File: config.mk
export PLATFORM = sky130hd
export DESIGN_NAME = plcp_frame_rx
export DESIGN_NICKNAME = d
export VERILOG_FILES = /design/src/rtl/plcp_rx_pkg.sv /design/src/rtl/plcp_align_fsm.sv /design/src/rtl/plcp_poh_tap.sv /design/src/rtl/plcp_yellow_filter.sv /design/src/rtl/plcp_frame_rx.sv
export SDC_FILE = /design/constraint.sdc
export NUM_CORES = 1
export LEC_CHECK = 0
export CAP_MARGIN = 20
export CORE_AREA = 2 2 70 72
export CTS_BUF_LIST = sky130_fd_sc_hd__clkbuf_4
export CTS_CLUSTER_SIZE = 30
export DETAILED_ROUTE_END_ITERATION = 10
export DIE_AREA = 0 0 72 74
export GPL_TIMING_DRIVEN = 0
export PLACE_DENSITY = 0.76
export SETUP_SLACK_MARGIN = 0.4
export SYNTH_ARGS = -nofsm -noshare
export SYNTH_HDL_FRONTEND = slang
export SYNTH_SLANG_ARGS = --single-unit
File: constraint.sdc
create_clock -name clk -period 5.4 [get_ports clk]
set_input_delay 0.81 -clock clk [delete_from_list [all_inputs] [get_ports clk]]
set_output_delay 0.81 -clock clk [all_outputs]
set_load 0.02 [all_outputs]
File: src/rtl/plcp_rx_pkg.sv
package plcp_rx_pkg;

  localparam int ID_W = 4;

  typedef enum logic [1:0] {ST_HUNT, ST_CHK1, ST_CHK2, ST_LOCK} align_st_e;

  // identifier octet for countdown value k: k in the upper nibble, its inverse below
  function automatic logic [7:0] id_code(input logic [ID_W-1:0] k);
    return {k, ~k};
  endfunction

  function automatic logic id_legal(input logic [7:0] c, input int rows);
    return (c[7:4] == ~c[3:0]) && (int'(c[7:4]) < rows);
  endfunction

  // row index <-> countdown value (the mapping is its own inverse)
  function automatic logic [ID_W-1:0] row_to_k(input logic [ID_W-1:0] v, input int rows);
    return ID_W'(rows - 1) - v;
  endfunction

endpackage

File: src/rtl/plcp_align_fsm.sv
module plcp_align_fsm
  import plcp_rx_pkg::*;
#(
  parameter int          ROW_OCTETS = 57,
  parameter int          ROWS       = 12,
  parameter logic [15:0] FRAME_PAT  = 16'hF628,
  localparam int         OCT_W      = $clog2(ROW_OCTETS)
) (
  input  logic             clk,
  input  logic             rst_n,
  input  logic             bit_en,
  input  logic             bit_in,
  input  logic             reframe_req,
  output logic             in_frame,
  output logic             frame_err,
  output logic [OCT_W-1:0] octet_idx,
  output logic [2:0]       bit_idx,
  output logic [ID_W-1:0]  row_idx
);

  localparam logic [OCT_W-1:0] OCT_LAST = OCT_W'(ROW_OCTETS - 1);
  localparam logic [ID_W-1:0]  ROW_LAST = ID_W'(ROWS - 1);

  align_st_e   state;
  logic [14:0] sr;
  logic [15:0] win;
  logic [7:0]  oct_now, id_exp;
  logic        oct_end, pair_end, id_end, pat_hit;
  logic        a1_bad, a2_bad, id_bad;
  logic        pa1_bad, pa2_bad, prev_id_bad;

  assign win      = {sr, bit_in};
  assign oct_now  = win[7:0];
  assign oct_end  = bit_en && (bit_idx == 3'd7);
  assign pair_end = oct_end && (octet_idx == OCT_W'(1));
  assign id_end   = oct_end && (octet_idx == OCT_W'(2));
  assign pat_hit  = bit_en && (win == FRAME_PAT);
  assign a1_bad   = win[15:8] != FRAME_PAT[15:8];
  assign a2_bad   = oct_now != FRAME_PAT[7:0];
  assign id_exp   = id_code(row_to_k(row_idx, ROWS));
  assign id_bad   = oct_now != id_exp;
  assign in_frame = (state == ST_LOCK);

  // sliding window over the line
  always_ff @(posedge clk or negedge rst_n) begin
    if (!rst_n)      sr <= '0;
    else if (bit_en) sr <= win[14:0];
  end

  // bit / octet / row position
  always_ff @(posedge clk or negedge rst_n) begin
    if (!rst_n) begin
      bit_idx   <= '0;
      octet_idx <= '0;
      row_idx   <= '0;
    end else if (!reframe_req) begin
      if (state == ST_HUNT) begin
        if (pat_hit) begin
          bit_idx   <= '0;
          octet_idx <= OCT_W'(2);
        end
      end else if (bit_en) begin
        bit_idx <= bit_idx + 3'd1;
        if (oct_end) begin
          if (octet_idx == OCT_LAST) begin
            octet_idx <= '0;
            row_idx   <= (row_idx == ROW_LAST) ? '0 : row_idx + 1'b1;
          end else begin
            octet_idx <= octet_idx + 1'b1;
          end
        end
        if (state == ST_CHK1 && id_end && id_legal(oct_now, ROWS))
          row_idx <= row_to_k(oct_now[7:4], ROWS);
      end
    end
  end

  // acquisition and maintenance
  always_ff @(posedge clk or negedge rst_n) begin
    if (!rst_n) begin
      state       <= ST_HUNT;
      pa1_bad     <= 1'b0;
      pa2_bad     <= 1'b0;
      prev_id_bad <= 1'b0;
      frame_err   <= 1'b0;
    end else begin
      frame_err <= 1'b0;
      if (reframe_req) begin
        state       <= ST_HUNT;
        prev_id_bad <= 1'b0;
      end else if (state == ST_HUNT) begin
        if (pat_hit) state <= ST_CHK1;
      end else begin
        if (pair_end) begin
          pa1_bad <= a1_bad;
          pa2_bad <= a2_bad;
        end
        if (id_end) begin
          case (state)
            ST_CHK1: state <= id_legal(oct_now, ROWS) ? ST_CHK2 : ST_HUNT;
            ST_CHK2: begin
              if (!pa1_bad && !pa2_bad && !id_bad) begin
                state       <= ST_LOCK;
                prev_id_bad <= 1'b0;
              end else begin
                state <= ST_HUNT;
              end
            end
            default: begin
              frame_err   <= pa1_bad || pa2_bad || id_bad;
              prev_id_bad <= id_bad;
              if ((pa1_bad && pa2_bad) || (id_bad && prev_id_bad)) state <= ST_HUNT;
            end
          endcase
        end
      end
    end
  end

  assert_lock_via_second_row_R1: assert property (@(posedge clk) disable iff (!rst_n)
    $rose(in_frame) |-> $past(state) == ST_CHK2);
  assert_err_only_in_frame_R5: assert property (@(posedge clk) disable iff (!rst_n)
    frame_err |-> $past(in_frame));
  assert_err_single_cycle_R5: assert property (@(posedge clk) disable iff (!rst_n)
    frame_err |=> !frame_err);
  assert_reframe_drops_R10: assert property (@(posedge clk) disable iff (!rst_n)
    reframe_req |=> !in_frame);
  assert_drop_at_id_octet_R4: assert property (@(posedge clk) disable iff (!rst_n)
    ($fell(in_frame) && !$past(reframe_req)) |-> $past(id_end));

endmodule

File: src/rtl/plcp_poh_tap.sv
module plcp_poh_tap
  import plcp_rx_pkg::*;
#(
  parameter int OCT_W   = 6,
  parameter int POH_OCT = 3,
  parameter int YEL_ROW = 8,
  parameter int YEL_BIT = 3
) (
  input  logic             clk,
  input  logic             rst_n,
  input  logic             bit_en,
  input  logic             bit_in,
  input  logic             in_frame,
  input  logic [OCT_W-1:0] octet_idx,
  input  logic [2:0]       bit_idx,
  input  logic [ID_W-1:0]  row_idx,
  output logic             poh_data,
  output logic             poh_en,
  output logic             poh_fp,
  output logic             yel_valid,
  output logic             yel_bit
);

  logic       take;
  logic [6:0] acc;
  logic [7:0] full;

  assign take = in_frame && bit_en && (octet_idx == OCT_W'(POH_OCT));
  assign full = {acc, bit_in};

  always_ff @(posedge clk or negedge rst_n) begin
    if (!rst_n) begin
      poh_data  <= 1'b0;
      poh_en    <= 1'b0;
      poh_fp    <= 1'b0;
      acc       <= '0;
      yel_valid <= 1'b0;
      yel_bit   <= 1'b0;
    end else begin
      poh_en    <= take;
      poh_data  <= take && bit_in;
      poh_fp    <= take && (row_idx == '0) && (bit_idx == 3'd0);
      yel_valid <= take && (bit_idx == 3'd7) && (row_idx == ID_W'(YEL_ROW));
      yel_bit   <= full[YEL_BIT];
      if (take) acc <= full[6:0];
    end
  end

  assert_fp_with_en_R8: assert property (@(posedge clk) disable iff (!rst_n)
    poh_fp |-> poh_en);
  assert_poh_in_frame_R7: assert property (@(posedge clk) disable iff (!rst_n)
    poh_en |-> $past(in_frame));

endmodule

File: src/rtl/plcp_yellow_filter.sv
module plcp_yellow_filter #(
  parameter int HOLD = 10,
  localparam int CW  = $clog2(HOLD + 1)
) (
  input  logic clk,
  input  logic rst_n,
  input  logic sample_valid,
  input  logic sample_bit,
  output logic yellow
);

  logic [CW-1:0] run;

  always_ff @(posedge clk or negedge rst_n) begin
    if (!rst_n) begin
      yellow <= 1'b0;
      run    <= '0;
    end else if (sample_valid) begin
      if (sample_bit == yellow) begin
        run <= '0;
      end else if (run == CW'(HOLD - 1)) begin
        yellow <= sample_bit;
        run    <= '0;
      end else begin
        run <= run + 1'b1;
      end
    end
  end

  assert_yel_moves_on_sample_R9: assert property (@(posedge clk) disable iff (!rst_n)
    !$stable(yellow) |-> $past(sample_valid));
  assert_yel_takes_bit_R9: assert property (@(posedge clk) disable iff (!rst_n)
    !$stable(yellow) |-> yellow == $past(sample_bit));

endmodule

File: src/rtl/plcp_frame_rx.sv
module plcp_frame_rx
  import plcp_rx_pkg::*;
#(
  parameter int          ROW_OCTETS = 57,
  parameter int          ROWS       = 12,
  parameter logic [15:0] FRAME_PAT  = 16'hF628,
  parameter int          POH_OCT    = 3,
  parameter int          YEL_ROW    = 8,
  parameter int          YEL_BIT    = 3,
  parameter int          YEL_HOLD   = 10
) (
  input  logic clk,
  input  logic rst_n,
  input  logic bit_en,
  input  logic bit_in,
  input  logic reframe_req,
  output logic oof,
  output logic frame_err,
  output logic yellow,
  output logic poh_data,
  output logic poh_en,
  output logic poh_fp
);

  localparam int OCT_W = $clog2(ROW_OCTETS);

  logic             in_frame, yel_valid, yel_bit;
  logic [OCT_W-1:0] octet_idx;
  logic [2:0]       bit_idx;
  logic [ID_W-1:0]  row_idx;

  plcp_align_fsm #(
    .ROW_OCTETS(ROW_OCTETS), .ROWS(ROWS), .FRAME_PAT(FRAME_PAT)
  ) u_align (
    .clk(clk), .rst_n(rst_n), .bit_en(bit_en), .bit_in(bit_in),
    .reframe_req(reframe_req), .in_frame(in_frame), .frame_err(frame_err),
    .octet_idx(octet_idx), .bit_idx(bit_idx), .row_idx(row_idx)
  );

  plcp_poh_tap #(
    .OCT_W(OCT_W), .POH_OCT(POH_OCT), .YEL_ROW(YEL_ROW), .YEL_BIT(YEL_BIT)
  ) u_tap (
    .clk(clk), .rst_n(rst_n), .bit_en(bit_en), .bit_in(bit_in),
    .in_frame(in_frame), .octet_idx(octet_idx), .bit_idx(bit_idx),
    .row_idx(row_idx), .poh_data(poh_data), .poh_en(poh_en), .poh_fp(poh_fp),
    .yel_valid(yel_valid), .yel_bit(yel_bit)
  );

  plcp_yellow_filter #(.HOLD(YEL_HOLD)) u_yel (
    .clk(clk), .rst_n(rst_n), .sample_valid(yel_valid), .sample_bit(yel_bit),
    .yellow(yellow)
  );

  assign oof = !in_frame;

  assert_no_poh_out_of_frame_R7: assert property (@(posedge clk) disable iff (!rst_n)
    poh_en |-> !$past(oof));

endmodule

==> impl.org <==
** Clock tree
- Max clock buf depth :: 2
- The H-tree was split into 2 levels.
- Clock slew seen by the registers of the worst setup and hold paths :: 0.12 ns
- Clock latency on the worst-skew pair, taken at its later pin, is 0.36 ns.
- The tree is rooted in a clkbuf_4.
- Clock Sinks :: 47
- Setup Fix Bufs, Post-CTS :: 0
- Clock buffers created by TritonCTS :: 5
- TritonCTS built the clock tree.
- In this run, post-CTS repair resized a total of 0 instances.
- Hold repair after CTS inserted 0 buffers.

** Synthesis
- Cell accounting for the most synthesized area :: dfrtp_1
- For this run, the register share of the synthesized area comes to 0.452.
- Proportion of synthesized flip-flops having asynchronous set or reset :: 1.00
- For this run, the leading register cell type out of synthesis is dfrtp_1.
- Mapped Cells :: 237
- Largest cells by area after synthesis :: dfrtp_1 45%, ha_1 9.1%, mux2_2 7.4%
- Yosys printed 0 warnings.
- In this run the cell area of the synthesized design comes to 2600 um^2.
- Share of the synthesized area in the top cell type :: 0.452
- Yosys mapped a number of flops with a built-in enable equal to 0.
- Register bit count reported by yosys :: 47
- Number of nets in the synthesized netlist :: 261
- Mean post-synth cell area :: approximately 11 um^2
- Unique masters post-synth :: 56

** STA
- Share of the cycle needed by the critical path after routing :: 0.491
- Worst-case setup margin in the final layout :: 2.75 ns
- Final period demand of the worst path :: 2.65 ns
- The total count of max-transition violations in the final report came to 0.
- The number of endpoints with negative hold slack in the final report was 0.
- Max-slew headroom :: 0.643
- At the pin with the least slew margin, the transition time is 0.532 ns.
- Setup violations remaining at the end of the flow were counted as 0.
- The clock arrives with around 0.014 ns of skew.
- Final-layout setup total negative slack :: 0 ns
- Worst slack on hold paths :: 0.358 ns
- Based on the critical path, the design can be clocked at up to approximately 380 MHz.
- Setup repair after global routing left no endpoint under its margin.

** Power
- Switching power summed over all nets :: approximately 170 uW
- Max VDD drop :: 0.141 mV
- Total power for the finished layout comes to 653 uW.
- The share of total power dissipated in combinational logic is 0.134.
- The internal portion of the total power is 485 uW.
- Leakage power :: 1.33 nW
- Switching Fraction :: 0.258
- Pwr Density :: 231 nW/um^2
- The share of total power dissipated in sequential elements is 0.635.
- The share of total power dissipated in the clock network is 0.231.

** GRT
- The initial antenna violation count is 0.
- Across every metal layer, demand over resource in global routing totals 0.195.
- Maximum number of pins on one net before global-route repair :: 32
- Vias in the first global route :: 1767
- Overflow left after global routing :: 0
- The first global-routing pass estimated 8000 um of wire.

** Routing
- The final layout contains routed wiring with a total length of 4500 um.
- Detailed-router iteration count before antenna repair :: 4
- Using the TritonRoute via totals, the vias-per-cell ratio works out to 5.69.
- After detailed routing, the number of remaining DRC violations is 0.
- Total vias in the final route :: approximately 1.8k
- Violation count after the first detailed-route iteration :: 114
- ANT nets after route :: 0
- Dividing the detail-routed wire length by the instance count gives approximately 15 um.

** Finish
- The layout has 387 filler cells.
- Area used by multi-input combinational logic :: between 1000 and 1500 um^2
- Final net count :: approximately 280
- Fraction of layout instances using a drive strength above 1 :: 0.134
- Register area :: about 1200 um^2
- Area growth from synthesis to layout :: 8.76%
- With fillers left out, the area of the finished cells amounts to 2830 um^2.
- Final antenna diode count :: 0
- Measured on the finished design, the core utilization comes to 0.615.
- Once layout is complete, the cells apart from fillers number 308.

** Worst hold path
- Kind of path behind the tightest hold check :: primary input to async pin

** Worst setup path
- Kind of cell with the highest combined delay on the critical path :: buffers and inverters
- Type of the setup path with the least slack :: primary input to flop
- The critical path goes through clkdlybuf4s50_1 -> buf_1 -> nand4_2 -> a32oi_2 -> mux2_1.
- Delay contributed by the slowest stage of the critical path :: 0.56 ns
- Critical path required time :: 5.64 ns
- Worst setup EP type :: flop
- The worst setup path is launched from a primary input.
- The number of buffers and inverters on the critical path is 2.
- For this design, the slowest cell found on the critical path is clkdlybuf4s50_1.
- For the worst setup path, the data arrival time is between 2 and 3 ns.
- In this run the worst path has a maximum fanout of 10.

** Floorplanning
- During I/O placement, the number of pins put on the boundary was 11.
- In this run the standard cell core region covers 4600 um^2.
- # rows :: 25
- Die Span X :: about 70 um
- Y dimension of the die :: 74 um
- For this configuration, the core starts out at a cell density of 0.565.
- Total die area :: 5330 um^2

** Flow run
- Max cap viols :: 0

** Placed design
- Final weighted congestion in routability-driven placement :: 0.856
- Count of port buffers added during placement :: 10
- Worst setup slack before clock tree synthesis :: 2.38 ns
- After legalization and detailed placement, the total HPWL measured ~3400 um.
- After detailed placement, the total cell area comes to 2780 um^2.
- Once placement completed, the tool counted placed cells totaling 302.

** Run status
- Result of the run :: complete, no violations
==> layout make-up <==
cell class	count	area share
multi-input cells	164	0.469
flip-flops and latches	47	0.416
repair buffers	11	0.0407
inverters	21	0.0279
well taps	54	0.0239
clock buffers	6	0.0159
plain buffers	5	0.00664
==> cell families after synthesis <==
group           synth area share
compound gates             0.119
xor+xnor                  0.0202
mux                       0.0972
buf+inv                   0.0375
fa+ha+maj                 0.0914
flops                      0.452
simple gates               0.182
==> power by group through the flow <==
stage	logic, mW	registers, mW	clock network, mW
after floorplan	0.0660	0.414	0
after global placement	0.0855	0.420	0
after detailed placement	0.0893	0.423	0
after CTS	0.0898	0.416	0.160
after global routing	0.0993	0.420	0.173
final	0.0878	0.415	0.151
==> state kept, by name, indices dropped and copies added (netlist names), 2 cells and up <==
signal             count
u_align.row_idx        4
u_align.bit_idx        3
u_yel.run              4
u_tap.acc              3
u_align.sr            15
u_align.state          2
u_align.octet_idx      6
==> path summary, 6_finish.rpt <==
check | cells after the start | end | slack [ns] | startpoint
worst min register to register | 0 | u_tap.yel_bit | 0.39 | u_tap.acc[2]
worst min-delay path | 1 | u_align.bit_idx[2] | 0.36 | rst_n
worst max register to register | 6 | u_align.state[1] | 3.20 | u_align.state[0]
worst max-delay path | 5 | u_align.state[1] | 2.75 | bit_en
min in group clk | 0 | u_tap.yel_bit | 0.39 | u_tap.acc[2]
max in group asynchronous | 2 | u_align.pa1_bad | 4.54 | rst_n
==> cell usage in the layout, fill, tap and decap left out, types with 3 or more instances in the layout <==
master,count
a21o_1,5
a21oi_1,3
a22o_1,6
and2_1,3
clkbuf_1,4
clkbuf_4,6
clkdlybuf4s50_1,9
dfrtp_1,47
ha_1,19
inv_1,21
mux2_2,17
mux2i_1,5
nand2_1,16
nand2b_1,4
nand3_1,5
nand3b_1,3
nor2_1,11
nor3_1,6
nor3b_1,5
o21ai_0,7
o22ai_1,3
xnor2_1,5
==> cell usage after synthesis (4+ instances only) <==
cell type,count
mux2i_1,5
ha_1,19
nor3_1,6
inv_1,21
nor3b_1,5
nand2_1,16
mux2_2,17
nand3_1,5
nor2_1,11
o21ai_0,7
clkbuf_1,4
xnor2_1,5
nand2b_1,4
dfrtp_1,47
a21o_1,5
a22o_1,6
==> layer usage <==
| layer | GRT usage | part of all wire | vias to the layer above |
|---|---|---|---|
| met2 | 0.325 | 0.48 | 12 |
| met4 | 0.0629 | 0.015 | 0 |
| met5 | 0 | 0 | - |
| li1 | - | - | 883 |
| met1 | 0.258 | 0.48 | 851 |
| met3 | 0.0407 | 0.023 | 5 |
No activity file was read; power rests on OpenSTA's default activity.
